--- src/rtl/evt_pkg.sv ---
package evt_pkg;

  // Register offsets that software and the timers rely on
  localparam int OFS_CAP    = 'h000;
  localparam int OFS_CFG    = 'h010;
  localparam int OFS_ISR    = 'h020;
  localparam int OFS_CNT    = 'h0F0;
  localparam int TMR_BASE   = 'h100;
  localparam int TMR_STRIDE = 'h20;
  localparam int TMR_SHIFT  = $clog2(TMR_STRIDE);

  typedef enum logic [2:0] {
    TGT_NONE,
    TGT_CAP,
    TGT_CFG,
    TGT_ISR,
    TGT_CNT,
    TGT_TMR
  } tgt_e;

  typedef enum logic [1:0] {
    TREG_CFG   = 2'd0,
    TREG_CMP   = 2'd1,
    TREG_ROUTE = 2'd2,
    TREG_NONE  = 2'd3
  } treg_e;

endpackage

--- src/rtl/evt_access_decode.sv ---
module evt_access_decode
  import evt_pkg::*;
#(
  parameter int NUM_TIMERS = 8,
  parameter int ADDR_W     = 12
) (
  input  logic                  req_valid,
  input  logic [ADDR_W-1:0]     req_addr,
  input  logic [3:0]            req_size,
  input  logic [63:0]           req_wdata,
  output logic                  acc_ok,
  output logic                  narrow,
  output logic                  hi_lane,
  output tgt_e                  tgt,
  output logic [NUM_TIMERS-1:0] tmr_hit,
  output treg_e                 treg,
  output logic [63:0]           lane_mask,
  output logic [63:0]           lane_data
);

  localparam logic [ADDR_W-1:0] A_CAP = ADDR_W'(OFS_CAP);
  localparam logic [ADDR_W-1:0] A_CFG = ADDR_W'(OFS_CFG);
  localparam logic [ADDR_W-1:0] A_ISR = ADDR_W'(OFS_ISR);
  localparam logic [ADDR_W-1:0] A_CNT = ADDR_W'(OFS_CNT);

  logic                  size_ok;
  logic                  align_ok;
  logic [ADDR_W-1:0]     word;
  logic [NUM_TIMERS-1:0] slot_hit;

  always_comb begin
    narrow   = (req_size == 4'd4);
    size_ok  = narrow || (req_size == 4'd8);
    align_ok = narrow ? (req_addr[1:0] == 2'b00) : (req_addr[2:0] == 3'b000);
    acc_ok   = req_valid && size_ok && align_ok;
    hi_lane  = narrow && req_addr[2];
    word     = {req_addr[ADDR_W-1:3], 3'b000};
  end

  // Sub-register inside a timer slot: 8-byte words 0..2 used, 3 unmapped
  always_comb begin
    case (word[TMR_SHIFT-1:3])
      2'd0:    treg = TREG_CFG;
      2'd1:    treg = TREG_CMP;
      2'd2:    treg = TREG_ROUTE;
      default: treg = TREG_NONE;
    endcase
  end

  for (genvar i = 0; i < NUM_TIMERS; i++) begin : g_slot
    localparam logic [ADDR_W-1:0] SLOT_BASE = ADDR_W'(TMR_BASE + TMR_STRIDE * i);
    assign slot_hit[i] = (word[ADDR_W-1:TMR_SHIFT] == SLOT_BASE[ADDR_W-1:TMR_SHIFT]);
  end

  assign tmr_hit = (acc_ok && (treg != TREG_NONE)) ? slot_hit : '0;

  always_comb begin
    tgt = TGT_NONE;
    if (acc_ok) begin
      if (word == A_CAP)      tgt = TGT_CAP;
      else if (word == A_CFG) tgt = TGT_CFG;
      else if (word == A_ISR) tgt = TGT_ISR;
      else if (word == A_CNT) tgt = TGT_CNT;
      else if (|tmr_hit)      tgt = TGT_TMR;
    end
  end

  // Half-word lane steering of write data
  always_comb begin
    if (!narrow) begin
      lane_mask = '1;
      lane_data = req_wdata;
    end else if (hi_lane) begin
      lane_mask = {32'hFFFF_FFFF, 32'h0};
      lane_data = {req_wdata[31:0], 32'h0};
    end else begin
      lane_mask = {32'h0, 32'hFFFF_FFFF};
      lane_data = {32'h0, req_wdata[31:0]};
    end
  end

  always_comb begin
    AST_SLOT_ONEHOT: assert ($onehot0(tmr_hit));
    if (!acc_ok) begin
      AST_BAD_NO_TARGET: assert ((tmr_hit == '0) && (tgt == TGT_NONE));
    end
  end

endmodule

--- src/rtl/evt_main_counter.sv ---
module evt_main_counter (
  input  logic        clk,
  input  logic        rst_n,
  input  logic        tick_en,
  input  logic        cfg_wr,
  input  logic        cnt_wr,
  input  logic [31:0] wr_mask,
  input  logic [31:0] wr_data,
  output logic        cfg_en,
  output logic [31:0] count
);

  logic        en_nxt;
  logic        en_ce;
  logic [31:0] cnt_nxt;
  logic        cnt_ce;

  always_comb begin
    en_ce  = cfg_wr && wr_mask[0];
    en_nxt = wr_data[0];
  end

  // A write of the counter wins over a tick in the same cycle
  always_comb begin
    cnt_ce = cnt_wr || (cfg_en && tick_en);
    if (cnt_wr) cnt_nxt = (count & ~wr_mask) | (wr_data & wr_mask);
    else        cnt_nxt = count + 32'd1;
  end

  always_ff @(posedge clk or negedge rst_n) begin
    if (!rst_n)     cfg_en <= 1'b0;
    else if (en_ce) cfg_en <= en_nxt;
  end

  always_ff @(posedge clk or negedge rst_n) begin
    if (!rst_n)      count <= 32'd0;
    else if (cnt_ce) count <= cnt_nxt;
  end

  AST_FROZEN_WHEN_OFF: assert property (@(posedge clk) disable iff (!rst_n)
    (!cfg_en && !cnt_wr) |=> $stable(count));

  AST_ONE_STEP: assert property (@(posedge clk) disable iff (!rst_n)
    (cfg_en && tick_en && !cnt_wr) |=> (count == $past(count) + 32'd1));

endmodule

--- src/rtl/evt_read_port.sv ---
module evt_read_port
  import evt_pkg::*;
#(
  parameter int          NUM_TIMERS = 8,
  parameter logic [63:0] CAP_VALUE  = 64'h0
) (
  input  logic                     clk,
  input  logic                     rst_n,
  input  logic                     rd_fire,
  input  logic                     acc_ok,
  input  logic                     narrow,
  input  logic                     hi_lane,
  input  tgt_e                     tgt,
  input  logic [NUM_TIMERS-1:0]    tmr_hit,
  input  logic                     cfg_en,
  input  logic [31:0]              count,
  input  logic [NUM_TIMERS-1:0]    irq_status,
  input  logic [64*NUM_TIMERS-1:0] tmr_rdata,
  output logic                     rd_valid,
  output logic [63:0]              rd_data
);

  logic [63:0] tmr_word;
  logic [63:0] sel_word;
  logic [63:0] ret_word;

  always_comb begin
    tmr_word = '0;
    for (int i = 0; i < NUM_TIMERS; i++) begin
      if (tmr_hit[i]) tmr_word = tmr_word | tmr_rdata[i*64 +: 64];
    end
  end

  always_comb begin
    case (tgt)
      TGT_CAP: sel_word = CAP_VALUE;
      TGT_CFG: sel_word = {63'h0, cfg_en};
      TGT_ISR: sel_word = 64'(irq_status);
      TGT_CNT: sel_word = {32'h0, count};
      TGT_TMR: sel_word = tmr_word;
      default: sel_word = '0;
    endcase
  end

  always_comb begin
    if (!narrow)      ret_word = sel_word;
    else if (hi_lane) ret_word = {32'h0, sel_word[63:32]};
    else              ret_word = {32'h0, sel_word[31:0]};
  end

  always_ff @(posedge clk or negedge rst_n) begin
    if (!rst_n) rd_valid <= 1'b0;
    else        rd_valid <= rd_fire;
  end

  always_ff @(posedge clk or negedge rst_n) begin
    if (!rst_n)       rd_data <= '0;
    else if (rd_fire) rd_data <= ret_word;
  end

  AST_READ_RETURNS: assert property (@(posedge clk) disable iff (!rst_n)
    rd_fire |=> rd_valid);

  AST_BAD_READ_ZERO: assert property (@(posedge clk) disable iff (!rst_n)
    (rd_fire && !acc_ok) |=> (rd_data == 64'h0));

  AST_NARROW_UPPER_ZERO: assert property (@(posedge clk) disable iff (!rst_n)
    (rd_fire && narrow) |=> (rd_data[63:32] == 32'h0));

endmodule

--- src/rtl/evt_timer_frontend.sv ---
module evt_timer_frontend
  import evt_pkg::*;
#(
  parameter int          NUM_TIMERS = 8,
  parameter int          ADDR_W     = 12,
  parameter logic [7:0]  REVISION   = 8'd1,
  parameter logic [15:0] VENDOR_ID  = 16'h8086,
  parameter logic [31:0] TICK_FS    = 32'd100_000_000
) (
  input  logic                     clk,
  input  logic                     rst_n,
  input  logic                     tick_en,
  input  logic                     req_valid,
  input  logic                     req_write,
  input  logic [ADDR_W-1:0]        req_addr,
  input  logic [3:0]               req_size,
  input  logic [63:0]              req_wdata,
  output logic                     rd_valid,
  output logic [63:0]              rd_data,
  output logic                     count_en,
  output logic [31:0]              count_val,
  input  logic [NUM_TIMERS-1:0]    irq_status,
  output logic [NUM_TIMERS-1:0]    irq_clr,
  output logic [NUM_TIMERS-1:0]    tmr_wr,
  output logic [1:0]               tmr_reg,
  output logic [63:0]              tmr_wmask,
  output logic [63:0]              tmr_wdata,
  input  logic [64*NUM_TIMERS-1:0] tmr_rdata
);

  // Fixed capability word; bits 15:13 (counter size, spare, legacy) stay zero
  localparam logic [63:0] CAP_VALUE = {TICK_FS, VENDOR_ID, 3'b000,
                                       5'(NUM_TIMERS - 1), REVISION};

  logic                  acc_ok;
  logic                  narrow;
  logic                  hi_lane;
  tgt_e                  tgt;
  logic [NUM_TIMERS-1:0] tmr_hit;
  treg_e                 treg;
  logic [63:0]           lane_mask;
  logic [63:0]           lane_data;
  logic                  wr_ok;
  logic                  rd_fire;
  logic                  cfg_wr;
  logic                  cnt_wr;

  evt_access_decode #(.NUM_TIMERS(NUM_TIMERS), .ADDR_W(ADDR_W)) u_dec (
    .req_valid (req_valid),
    .req_addr  (req_addr),
    .req_size  (req_size),
    .req_wdata (req_wdata),
    .acc_ok    (acc_ok),
    .narrow    (narrow),
    .hi_lane   (hi_lane),
    .tgt       (tgt),
    .tmr_hit   (tmr_hit),
    .treg      (treg),
    .lane_mask (lane_mask),
    .lane_data (lane_data)
  );

  always_comb begin
    wr_ok   = acc_ok && req_write;
    rd_fire = req_valid && !req_write;
    cfg_wr  = wr_ok && (tgt == TGT_CFG);
    cnt_wr  = wr_ok && (tgt == TGT_CNT);
  end

  evt_main_counter u_cnt (
    .clk     (clk),
    .rst_n   (rst_n),
    .tick_en (tick_en),
    .cfg_wr  (cfg_wr),
    .cnt_wr  (cnt_wr),
    .wr_mask (lane_mask[31:0]),
    .wr_data (lane_data[31:0]),
    .cfg_en  (count_en),
    .count   (count_val)
  );

  evt_read_port #(.NUM_TIMERS(NUM_TIMERS), .CAP_VALUE(CAP_VALUE)) u_rd (
    .clk        (clk),
    .rst_n      (rst_n),
    .rd_fire    (rd_fire),
    .acc_ok     (acc_ok),
    .narrow     (narrow),
    .hi_lane    (hi_lane),
    .tgt        (tgt),
    .tmr_hit    (tmr_hit),
    .cfg_en     (count_en),
    .count      (count_val),
    .irq_status (irq_status),
    .tmr_rdata  (tmr_rdata),
    .rd_valid   (rd_valid),
    .rd_data    (rd_data)
  );

  always_comb begin
    tmr_wr    = wr_ok ? tmr_hit : '0;
    tmr_reg   = treg;
    tmr_wmask = lane_mask;
    tmr_wdata = lane_data;
    if (wr_ok && (tgt == TGT_ISR))
      irq_clr = lane_data[NUM_TIMERS-1:0] & lane_mask[NUM_TIMERS-1:0] & irq_status;
    else
      irq_clr = '0;
  end

  always_comb begin
    AST_CLEAR_ONLY_SET: assert ((irq_clr & ~irq_status) == '0);
    AST_WRITE_ONE_TIMER: assert ($onehot0(tmr_wr));
  end

endmodule

--- config.mk ---
export PLATFORM = sky130hd
export DESIGN_NAME = evt_timer_frontend
export DESIGN_NICKNAME = d
export VERILOG_FILES = /design/src/rtl/evt_pkg.sv /design/src/rtl/evt_access_decode.sv /design/src/rtl/evt_main_counter.sv /design/src/rtl/evt_read_port.sv /design/src/rtl/evt_timer_frontend.sv
export SDC_FILE = /design/constraint.sdc
export NUM_CORES = 1
export LEC_CHECK = 0
export BUFFER_PORTS_ARGS = -buffer_cell sky130_fd_sc_hd__buf_4
export CAP_MARGIN = 25
export CORE_AREA = 8 8 328 330
export CTS_CLUSTER_SIZE = 8
export DETAILED_ROUTE_END_ITERATION = 6
export DIE_AREA = 0 0 336 338
export PLACE_DENSITY = 0.33
export SETUP_SLACK_MARGIN = 0.4
export SLEW_MARGIN = 10
export SYNTH_ARGS = -nofsm -noshare
export SYNTH_HDL_FRONTEND = slang
export SYNTH_SLANG_ARGS = --single-unit
--- constraint.sdc ---
create_clock -name clk -period 2.45 [get_ports clk]
set_input_delay 0.3675 -clock clk [delete_from_list [all_inputs] [get_ports clk]]
set_output_delay 0.3675 -clock clk [all_outputs]
set_load 0.1 [all_outputs]
## Yosys cells after proc, flatten, opt, wreduce, memory -nomap -nowiden

Index checks and enable logic that the tools add are counted.

- Register bits after elaboration: 98
- Bits of input ports: 605
- Word-level logic and storage cells: 85

- Reduce and logical (&&, ||, !) cells: 19
- Muxes and demuxes: 27
- Bitwise logic cells: 13
- Equal/unequal tests: 21
- Add/subtract/negate cells: 1

Operators by type and width:

| kind | number |
|---|---|
| $mux 64 | 13 |
| $or 64x64->64 | 7 |
| $pmux 64 s5 | 1 |
| $and 32x32->32 | 2 |
| $mux 32 | 2 |
| $eq 7x4->1 const B | 8 |
| $add 32x1->32 const B | 1 |
| $not 32->32 | 1 |
| $or 32x32->32 | 1 |
| $mux 8 | 3 |
| $mux 3 | 6 |
| $and 8x8->8 | 2 |
| $logic_not 12->1 | 1 |
| $logic_and 1x1->1 | 11 |
| $eq 9x2->1 const B | 1 |
| $eq 9x3->1 const B | 1 |
| $eq 9x5->1 const B | 1 |
| $reduce_or 8->1 | 1 |
| $eq 3x2->1 const B | 2 |
| $eq 3x3->1 const B | 2 |
| $pmux 2 s3 | 1 |
| $eq 4x3->1 const B | 1 |
| $eq 4x4->1 const B | 1 |
| $logic_not 2->1 | 2 |
| 8 further kinds | 9 |

## Longest topological paths before layout

Gate-level depths: netlist of the first run.

- Depth in word-level cells: 24
- Gate-level depth with buffers: 10
- Depth with buffers taken out: 8

## Cells and area by module

A second synthesis of the first run with hierarchy kept.

- Cells, all modules: 1170
- Area total of the unflattened synthesis: 9490.4 sq um

Modules (own cells, without submodules):

| module | cells an instance | area each (sq um) | sequential area each (sq um) | times used |
|---|---|---|---|---|
| evt_read_port | 645 | 5709.2 | 1626.6 | 1 |
| evt_main_counter | 249 | 2147.1 | 825.8 | 1 |
| evt_access_decode | 244 | 1423.9 | 0.0 | 1 |
| evt_timer_frontend | 32 | 210.2 | 0.0 | 1 |

## Least setup slack after synthesis of the first run

Ideal clock, no wire load.

- Kind: input-to-output
- Start: input req_size[2]
- End: output tmr_wdata[22]
- Buffers on the path: 2
- Arrival: 3.472 ns
- Stages: 6
- Path slack: -1.390 ns
- Cells stage by stage: nor4b_2 -> and2_1 -> buf_2 -> inv_2 -> clkbuf_1 -> and2_1

- Word-level cells in the longest chain between the ends: 4

RTL lines:

| what | RTL line | RTL |
|---|---|---|
| start: declaration | evt_timer_frontend.sv:16 | `input logic [3:0] req_size,` |
| $eq 4x3->1 * | evt_access_decode.sv:32 | `narrow = (req_size == 4'd4);` |
| $logic_and 1x1->1 | evt_access_decode.sv:36 | `hi_lane = narrow && req_addr[2];` |
| $mux 64 | evt_access_decode.sv:73 | `end else if (hi_lane) begin` |
| $mux 64 * | evt_access_decode.sv:70 | `if (!narrow) begin` |
| end: declaration | evt_timer_frontend.sv:27 | `output logic [63:0] tmr_wdata,` |

Every way passes the cells marked *; elsewhere a longest branch is shown, timed or not.

## Final worst setup path of the first run

- Start: input req_addr[9]
- End: register u_rd.rd_data[25]

- Word-level cells in the longest chain between the ends: 20
- Elaborated cells between the ends (all ways): 43
- Those cells by class: eq/ne: 16; mux: 18; bitwise: 7; reduce/logical: 2

RTL lines:

| what | RTL line | RTL |
|---|---|---|
| start: declaration | evt_timer_frontend.sv:15 | `input logic [ADDR_W-1:0] req_addr,` |
| $eq 7x4->1 | evt_access_decode.sv:52 | `assign slot_hit[i] = (word[ADDR_W-1:TMR_SHIFT] == SLOT_BASE[ADDR_W-1:TMR_SHIFT]);` |
| $mux 8 | evt_access_decode.sv:55 | `assign tmr_hit = (acc_ok && (treg != TREG_NONE)) ? slot_hit : '0;` |
| $mux 64 | evt_read_port.sv:30 | `if (tmr_hit[i]) tmr_word = tmr_word \| tmr_rdata[i*64 +: 64];` |
| $or 64x64->64 | evt_read_port.sv:30 |  |
| $mux 64 | evt_read_port.sv:30 |  |
| $or 64x64->64 | evt_read_port.sv:30 |  |
| $mux 64 | evt_read_port.sv:30 |  |
| $or 64x64->64 | evt_read_port.sv:30 |  |
| [4 not listed] | - |  |
| $mux 64 | evt_read_port.sv:30 |  |
| $or 64x64->64 | evt_read_port.sv:30 |  |
| $mux 64 | evt_read_port.sv:30 |  |
| $or 64x64->64 | evt_read_port.sv:30 |  |
| $mux 64 | evt_read_port.sv:30 |  |
| $pmux 64 s5 * | evt_read_port.sv:35 | `case (tgt)` |
| $mux 32 | evt_read_port.sv:47 | `else if (hi_lane) ret_word = {32'h0, sel_word[63:32]};` |
| $mux 64 * | evt_read_port.sv:46 | `if (!narrow) ret_word = sel_word;` |
| end signal: assignment | evt_read_port.sv:58 | `else if (rd_fire) rd_data <= ret_word;` |
| end: declaration | evt_read_port.sv:20 | `output logic [63:0] rd_data` |

Marks and branches as above.
A chain may end at the register's enable or synchronous reset.

==> out/metrics.csv, run 1 <==
metric;value;unit
rows;118;
die_x;336;um
yosys_warnings;0;
grt_use_total;22.54;%
totalWireLength;138600;um
hold_ws;245.7;ps
tns;-3573;ps
min-delay-path-class;in -> reg;
cts-root-buf;clkbuf_16;
ys_seq_area_share;24.62;%
grt_first_pass_wirelength;172800;um
portBuffers;848;
synth_fp_nets;1830;
finalCriticalPeriod;2822;ps
multi_input_area;0.008514;mm2
drtIter0Drc;1596;
grt_overflow;0;
cap_violations;0;
core;0.1026;mm2
dp.final_hpwl;116500;um
setup_ws;-372.1;ps
ys_async_sr_fraction;100.0;%
power.density;227.5;mW/mm2
syn_avg_cell_area;8.137;um2
yosys.area.top_type;dfrtp_1;
final_nets;3080;
grt_max_degree;74;
slowest_delay;1040;ps
ys_types;89;
finalHoldViolCount;0;
setup_viol;24;
max-clock-path-buffers;2;
violations;negative setup slack;
worstPathMaxFanout;6;
groute.layer.met3.usage;5.850;%
synth_flop_cell;dfrtp_1;
power.leakage;12.53;nW
drive_above_1_share;72.00;%
routedWlPerCell;35.74;um
dpl_worst_slack;-987.1;ps
gp_congestion;0.9134;
worstMarginPinSlew;1319;ps
start_util;9.706;%
drtAntennaViolNets;0;
clock_sinks;98;
end_kind;register;
synth_area_leaders;dfrtp_1, a222oi_1, nand2_1;
use_met2;37.98;%
grt_pass1_vias;17600;
n_fill_cell;11030;
relSlewSlack;12.08;%
grt_setup_unrepaired;true;
critical_path_class;in -> reg;
fmax;0.3543;GHz
drcViolationCount;0;
synth_edf_count;0;
worst_setup_path_start_kind;primary input;
slew_viol_final;0;
fin_crit_sh;115.2;%
clk_latency;400;ps
cts-htree-levels;3;
die_area;0.1136;mm2
grt-busiest-layer;met2;
cts_tree;yes;
grtUsageMet1;28.88;%
fin_total_pwr;0.006221;W
slowest_stage;a222oi_1;
first_pass_iters;7;
clk_pin_slew;90;ps
worstPathArrival;3120;ps
synth-seq-cells;98;
status;complete, but fails checks;
antenna_found_initial;54;
cts_made_buffers;9;
crit_chain;buf_8 -> nor4_4 -> buf_6 -> and3_4 -> buf_6 -> nor3_4 -> buf_12 -> buf_12 -> a222oi_1 -> buf_4 -> and3_4 -> o21ai_2;
vias;17270;
syn_area;0.009960;mm2
synth_top_area_share;24.62;%
fin_worst_skew;9.394;ps
ios;849;
required;2750;ps
utilization;26.66;%
seq_area;0.002496;mm2
synthCells;1224;
viasPerCell;4.452;
die_h;338;um
ir_drop;242.7;uV
syn_to_final_growth;174.6;%
==> cells in the mapped netlist, types with 17 or more instances <==
cell type / instances
a22o_1: 23
and4_1: 18
nand3_1: 90
buf_2: 35
nand4_1: 20
nor2_1: 51
a21oi_1: 36
buf_4: 66
nand2_1: 162
dfrtp_1: 98
a22oi_1: 75
and3_1: 23
mux2i_1: 19
clkbuf_1: 44
nor3_1: 35
and2_1: 49
a222oi_1: 77
o21ai_0: 43
o21ai_1: 17
==> metrics by stage <==
step           std cells  area [um2]
6_report            3878       27350
5_1_grt             3872       27340
4_1_cts             3782       24830
3_5_place_dp        3664       21200
3_3_place_gp        3663       21170
2_1_floorplan       1224       10960
==> layout by cell type (no fill, tap or decap), types with 33 or more instances in the layout <==
cell type / netlist / layout
a222oi_1: 77 / 77
a22oi_1: 75 / 63
and2_4: 0 / 34
buf_12: 0 / 178
buf_16: 0 / 43
buf_4: 66 / 1029
buf_6: 2 / 119
dfrtp_1: 98 / 77
nand2_1: 162 / 114
nand2_4: 1 / 33
nand3_1: 90 / 41
nor2_1: 51 / 38
==> what timing repair did <==
action,in CTS,in global routing
buffers inserted,92,68
pin swaps,138,120
hold endpoints to repair,34,0
gates resized for setup,521,381
setup endpoints to repair,237,240
hold buffers,1,0
cloned,9,9
==> final timing paths <==
path	from	to	slack, ps	depth (start not counted)
max	req_addr[9]	u_rd.rd_data[25]	-370	12
min	req_wdata[26]	register	250	3
max reg2reg	register	u_rd.rd_data[5]	40	6
min reg2reg	u_rd.rd_data[34]	u_rd.rd_data[34]	490	1
max in group asynchronous	rst_n	u_rd.rd_data[9]	1220	3
min in group asynchronous	rst_n	u_rd.rd_data[7]	500	2
==> critical path, delay by kind of cell <==
kind	cells	cell delay, ps
AO/OA/AOI/OAI	2	1090
buffers and inverters	6	880
AND/OR/NAND/NOR	4	770
==> cell type report <==
cell class / instances / share of cell area (%)
Timing Repair Buffer: 1389 / 51.87
Sequential cell: 98 / 9.126
Antenna cell: 19 / 0.1738
Tap cell: 1380 / 6.313
Clock inverter: 7 / 0.2196
Inverter: 11 / 0.2104
Clock buffer: 9 / 0.8234
Multi-Input combinational cell: 963 / 31.13
Timing Repair inverter: 2 / 0.1327
==> layer usage <==
layer,share of wire (%),vias to the layer above
met5,0.16,-
met4,2.6,34
met3,7.5,141
met2,48,913
met1,42,8789
li1,-,7388
==> cell families after synthesis <==
group	after synthesis	share of synthesized area, %
xor+xnor	1	0.08796
buf+inv	163	9.221
simple gates	510	27.95
fa+ha+maj	1	0.1256
compound gates	410	32.35
mux	41	5.641
flops	98	24.62
==> report_power, final <==
part           switching [W]  total, W  internal, W
Clock               0.000891   0.00160     0.000712
Combinational        0.00163   0.00299      0.00136
Sequential        0.00000496   0.00163      0.00162
(Power assumes the default switching activity.)
==> run 2, diff against run 1 <==
--- a/config.mk
+++ b/config.mk
@@ -8,8 +8,8 @@
 export BUFFER_PORTS_ARGS = -buffer_cell sky130_fd_sc_hd__buf_4
 export CAP_MARGIN = 25
-export CORE_AREA = 8 8 328 330
+export CORE_AREA = 8 8 321 323
 export CTS_CLUSTER_SIZE = 8
 export DETAILED_ROUTE_END_ITERATION = 6
-export DIE_AREA = 0 0 336 338
+export DIE_AREA = 0 0 329 331
 export PLACE_DENSITY = 0.33
 export SETUP_SLACK_MARGIN = 0.4
@@ -17,3 +17,4 @@
 export SYNTH_ARGS = -nofsm -noshare
 export SYNTH_HDL_FRONTEND = slang
+export SYNTH_HIERARCHICAL = 1
 export SYNTH_SLANG_ARGS = --single-unit
==> constraint.sdc (replaced) <==
create_clock -name clk -period 2.45 [get_ports clk]
set_input_delay 0 -clock clk [delete_from_list [all_inputs] [get_ports clk]]
set_output_delay 0 -clock clk [all_outputs]
set_load 0.1 [all_outputs]
==> run 2 against run 1 <==
Effect of this change: the run now ends clean; total power decreased by 14%; sequential cell count unchanged; cell count decreased by 10%; via count decreased by 13%; largest cell class unchanged; highest routed layer unchanged.
==> out/metrics.csv, run 2 <==
metric;value;unit
cap_violations;0;
netlist_top_cells_count;a22oi_1, nand2_1, dfrtp_1;
die_x;329;um
worstPathMaxFanout;6;
synth_top_family_by_area;compound AO/OA/AOI/OAI gates;
setup_viol;0;
finalCriticalPeriod;2217;ps
drtIter0Drc;1174;
syn_to_final_growth;128.9;%
rows;115;
start_util;9.714;%
worst_setup_path_start_kind;primary input;
synth_fp_nets;1776;
min_to;u_rd/rd_data[4];
dp.final_hpwl;93820;um
cts_tree;yes;
syn_avg_cell_area;8.111;um2
layoutNonFillerInstCount;3477;
vias;15050;
syn_area;0.009490;mm2
ios;849;
highest_layer;met5;
tns;0;ps
seqPwrFrac;30.7;%
grt_use_total;19.46;%
grt_max_degree;68;
place_area;0.01845;mm2
pwr-share-comb;39.9;%
slew_viol_final;0;
yosys.area.top_type;dfrtp_1;
synthXorXnorAreaFrac;1.846;%
fin_total_pwr;0.005342;W
worstMarginPinSlew;668.0;ps
finalHoldViolCount;0;
clock_sinks;98;
synth_most_common_cell;a22oi_1;
regToRegSetupSlack;380;ps
power.density;245.9;mW/mm2
met2_length;56830;um
intPower;0.003180;W
synth_edf_count;0;
totalWireLength;113900;um
dp_cells;3324;
synth-compound-area-share;35.53;%
route.met3.wl;8443;um
synthAdderAreaFrac;0.1318;%
ir_drop;254.4;uV
ys_async_sr_fraction;100.0;%
synth-seq-cells;98;
clk_latency;400;ps
gp_congestion;0.9070;
slowest_stage;nand4_1;
hp-start;tmr_rdata[388];
fin_crit_sh;90.49;%
first_pass_iters;6;
min-delay-path-class;in -> reg;
drcViolationCount;0;
antenna_found_initial;25;
die_area;0.1089;mm2
clk_pin_slew;90;ps
mostFrequentLayoutCells;buf_4, a22oi_1, nand2_1;
dpl_worst_slack;-486.1;ps
grt_overflow;0;
cts-root-buf;clkbuf_16;
ys_seq_area_share;25.84;%
synth_top_area_share;25.84;%
grt_setup_unrepaired;true;
crit_path_frequent_cell;buf_12;
die_h;331;um
layout_commonest_cell;buf_4;
grt_pass1_vias;15610;
portBuffers;848;
max-clock-path-buffers;2;
drive_above_1_share;62.75;%
ys_types;73;
setup_ws;232.9;ps
holdPathStages;5;
synthMuxAreaShare;0.1187;%
synthCells;1170;
synth-simple-area-share;24.93;%
ff2ff_path_depth;6;
drtAntennaViolNets;0;
cts_made_buffers;9;
status;completed;
yosys_warnings;6;
crit_buf_inv;6;
core;0.09770;mm2
routedWlPerCell;32.76;um
worstPathArrival;2490;ps
relSlewSlack;55.47;%
power.leakage;9.587;nW
crit_chain;buf_8 -> nor3b_4 -> o2111ai_4 -> clkbuf_16 -> nor4_4 -> buf_4 -> buf_12 -> buf_12 -> a22oi_2 -> nand4_1 -> buf_12 -> a222oi_1 -> o21ai_1;
required;2720;ps
fin_worst_skew;9.953;ps
final_nets;2781;
grt_first_pass_wirelength;145400;um
switchingPower;0.002163;W
slowest_delay;400;ps
crit_family;buffers and inverters;
fin_area;0.02173;mm2
synth_flop_cell;dfrtp_1;
p_clk_share;29.4;%
cts-htree-levels;3;
fmax;0.4510;GHz
end_kind;register;
met1Wirelength;46810;um
viasPerCell;4.329;
switching_share;40.49;%
critical_path_class;in -> reg;
synth_area_leaders;dfrtp_1, a22oi_1, nand2_1;
## run 2: cell types whose count changed in the layout (fill, tap and decap cells not counted), sizes merged, moves of 21 or more
cell	previous run	this run
a222oi	77	21
buf	1380	1150
nand3	91	54
o21ai	63	27
a22oi	75	194
nor3	48	11
a221oi	8	32
a21oi	37	16
nor2	54	31
nand4	20	56
## run 2: tightest hold or removal path, delay by kind of cell
kind | cells | cell delay, ps
AO/OA/AOI/OAI | 2 | 140
buffers and inverters | 1 | 80
AND/OR/NAND/NOR | 2 | 170
## run 2: worst max path at each step
stage / from / to / slack [ps] / cells after the start
2_1_floorplan: req_addr[6] / register / -90 / 11
3_3_place_gp: req_addr[9] / u_rd/rd_data[10] / -650 / 13
3_5_place_dp: req_addr[9] / u_rd/rd_data[10] / -490 / 13
4_1_cts: req_size[3] / u_rd/rd_data[22] / 230 / 13
5_1_grt: req_size[3] / u_rd/rd_data[22] / 160 / 13
6_report: req_size[3] / u_rd/rd_data[22] / 230 / 13
## run 2: area by class of cell
cell class | count | area (um2)
Tap cell | 1287 | 1610
Sequential cell | 98 | 2456
Multi-Input combinational cell | 890 | 7092
Timing Repair Buffer | 1168 | 10230
Clock inverter | 6 | 50.05
Antenna cell | 10 | 25.02
Clock buffer | 10 | 229.0
Inverter | 8 | 35.03
Fill cell | 10830 | 75970
## run 2: per-layer routing
layer	vias up	global-route usage (%)
li1	6635	-
met1	7626	24.04
met2	697	34.61
met3	85	4.736
met4	8	3.217
met5	-	0
## run 2: per-stage QoR
| stage | hold WS, ps | util (%) |
|---|---|---|
| floorplan | -295.6 | - |
| global placement | 12.54 | 18.89 |
| detailed placement | 27.68 | 18.89 |
| CTS | 0.2112 | 20.99 |
| global route | 18.31 | 22.22 |
| finish | 25.06 | 22.24 |
## run 2: power by group through the flow
stage          registers [W]  clock network [W]  logic (W)
2_1_floorplan        0.00175                  0   0.000822
3_3_place_gp         0.00167                  0    0.00208
3_5_place_dp         0.00167                  0    0.00208
4_1_cts              0.00164            0.00166    0.00213
5_1_grt              0.00164            0.00170    0.00222
6_report             0.00164            0.00157    0.00213
## run 2: logic make-up (layout without fill, tap and decap cells)
group | after synthesis | in the layout
AOI/OAI and AO/OA | 436 | 436
and+or+nand+nor | 432 | 432
buffers and inverters | 182 | 1192
DFF | 98 | 98
xor gates and xnor gates | 20 | 20
adders and majority gates | 1 | 1
muxes | 1 | 1
other | 0 | 10
## run 2: repair_timing
action                     4_1_cts  5_1_grt
hold buffers                    11        0
pin swaps                       79       89
setup endpoints to repair      110      114
resized for setup              208      159
hold endpoints to repair        28        0
gates cloned                     7        7
buffers inserted                64       38
==> run 3, diff against run 2 <==
- CELL_PAD_IN_SITES_DETAIL_PLACEMENT: unset -> 1
- CELL_PAD_IN_SITES_GLOBAL_PLACEMENT: unset -> 2
- CORE_AREA: 8 8 321 323 -> 8 8 327 329
- DIE_AREA: 0 0 329 331 -> 0 0 335 337
- PLACE_DENSITY: 0.33 -> 0.52
==> run 3 against run 2 <==
Effect of this change: design area is 3.7% higher; global-route usage is 0.15 points higher; die area is 3.7% higher; highest routed layer unchanged; total power is 1.7% higher; critical path depth is 1 higher; largest power group unchanged; worst setup slack worse by 190 ps; worst hold slack hardly changed; largest cell class unchanged.
==> out/metrics.csv, run 3 (same netlist as run 2, synthesis figures left out) <==
metric;value;unit
hold_ws;24.83;ps
required;2710;ps
power.leakage;9.878;nW
highest_layer;met5;
antenna_found_initial;21;
mostFrequentLayoutCells;buf_4, a22oi_1, nand2_1;
syn_to_final_growth;137.4;%
fin_area;0.02253;mm2
die_h;337;um
max-clock-path-buffers;2;
setup_ws;42.88;ps
grt_overflow;0;
die_x;335;um
grt_setup_unrepaired;true;
die_area;0.1129;mm2
grt_use_total;19.61;%
dp.final_hpwl;99450;um
layout_commonest_cell;buf_4;
setup_viol;0;
routedWlPerCell;33.01;um
drive_above_1_share;65.68;%
critical_path_class;in -> reg;
fin_crit_sh;98.25;%
cts-root-buf;clkbuf_16;
finalHoldViolCount;0;
holdPathStages;5;
tns;0;ps
worstPathArrival;2670;ps
status;completed;
grt_max_degree;72;
finalCriticalPeriod;2407;ps
end_kind;register;
gp_congestion;0.9049;
fin_worst_skew;16.65;ps
cts-htree-levels;3;
final_nets;2804;
ios;849;
cts_tree;yes;
drtAntennaViolNets;0;
relSlewSlack;40.32;%
dpl_worst_slack;-801.9;ps
min-delay-path-class;in -> reg;
cts_made_buffers;9;
first_pass_iters;7;
ff2ff_path_depth;6;
grt_first_pass_wirelength;152400;um
worst_setup_path_start_kind;primary input;
drcViolationCount;0;
cap_violations;0;
met2_length;59290;um
clk_latency;390;ps
fmax;0.4154;GHz
worstMarginPinSlew;895.2;ps
route.met3.wl;7551;um
totalWireLength;118100;um
vias;15270;
clock_sinks;98;
ir_drop;235.7;uV
place_area;0.01862;mm2
clk_pin_slew;80;ps
grt_pass1_vias;16230;
worstPathMaxFanout;5;
core;0.1013;mm2
drtIter0Drc;1004;
met1Wirelength;48870;um
rows;117;
viasPerCell;4.266;
start_util;9.368;%
slew_viol_final;0;
portBuffers;848;
power.density;241.1;mW/mm2
[run 3: critical path, stage by stage]
cell and delay (ps):
buf_8 110, nor3b_4 160, o2111ai_4 290, buf_12 160
buf_16 130, nor4b_4 50, buf_6 140, buf_12 130
buf_16 140, buf_8 130, a22oi_2 300, nand4_1 390
a222oi_1 410, o21ai_1 120
[run 3: worst paths after layout]
| kind | startpoint | to | slack [ps] |
|---|---|---|---|
| setup / recovery | req_size[3] | u_rd/rd_data[24] | 40 |
| min in group asynchronous | rst_n | u_rd/rd_data[44] | 170 |
| max in group asynchronous | rst_n | asynchronous set/reset pin | 1550 |
| setup reg to reg | register | register | 330 |
| hold reg to reg | u_rd/rd_data[50] | u_rd/rd_data[50] | 500 |
| hold / removal | tmr_rdata[262] | u_rd/rd_data[6] | 20 |
[run 3: what timing repair did]
item	in CTS	in global routing
hold buffers	4	2
pin swaps	88	127
endpoints found under the hold margin	33	2
resized for setup	280	203
setup endpoints to repair	188	191
setup buffers	72	45
cloned	13	2
[run 3: power breakdown]
part           switching [W]  total [W]  internal [W]  leakage (nW)
registers          0.0000136    0.00164       0.00163          1.35
logic                0.00133    0.00217      0.000847          8.38
clock network       0.000804    0.00162      0.000813         0.151
total                0.00214    0.00543       0.00329          9.88
[run 3: cell type report]
class,count,area [um2]
Clock buffer,9,225.2
Inverter,8,35.03
Multi-Input combinational cell,890,7341
Sequential cell,98,2452
Clock inverter,7,87.58
Tap cell,1368,1712
Fill cell,11900,78770
Antenna cell,8,20.02
Timing Repair Buffer,1191,10660
[run 3: metal layers]
layer / vias up / track usage [%]
met5: - / 0
met4: 10 / 3.876
met3: 80 / 4.747
met2: 633 / 34.88
met1: 7875 / 23.98
li1: 6671 / -
[run 3: metrics by stage]
step / std cells / utilization, % / total power, W
6_report: 3579 / 22.24 / 0.005431
5_1_grt: 3578 / 22.24 / 0.005640
4_1_cts: 3522 / 20.84 / 0.005499
3_5_place_dp: 3417 / 18.38 / 0.003790
3_3_place_gp: 3417 / 18.38 / 0.003791
2_1_floorplan: 1170 / - / 0.002568
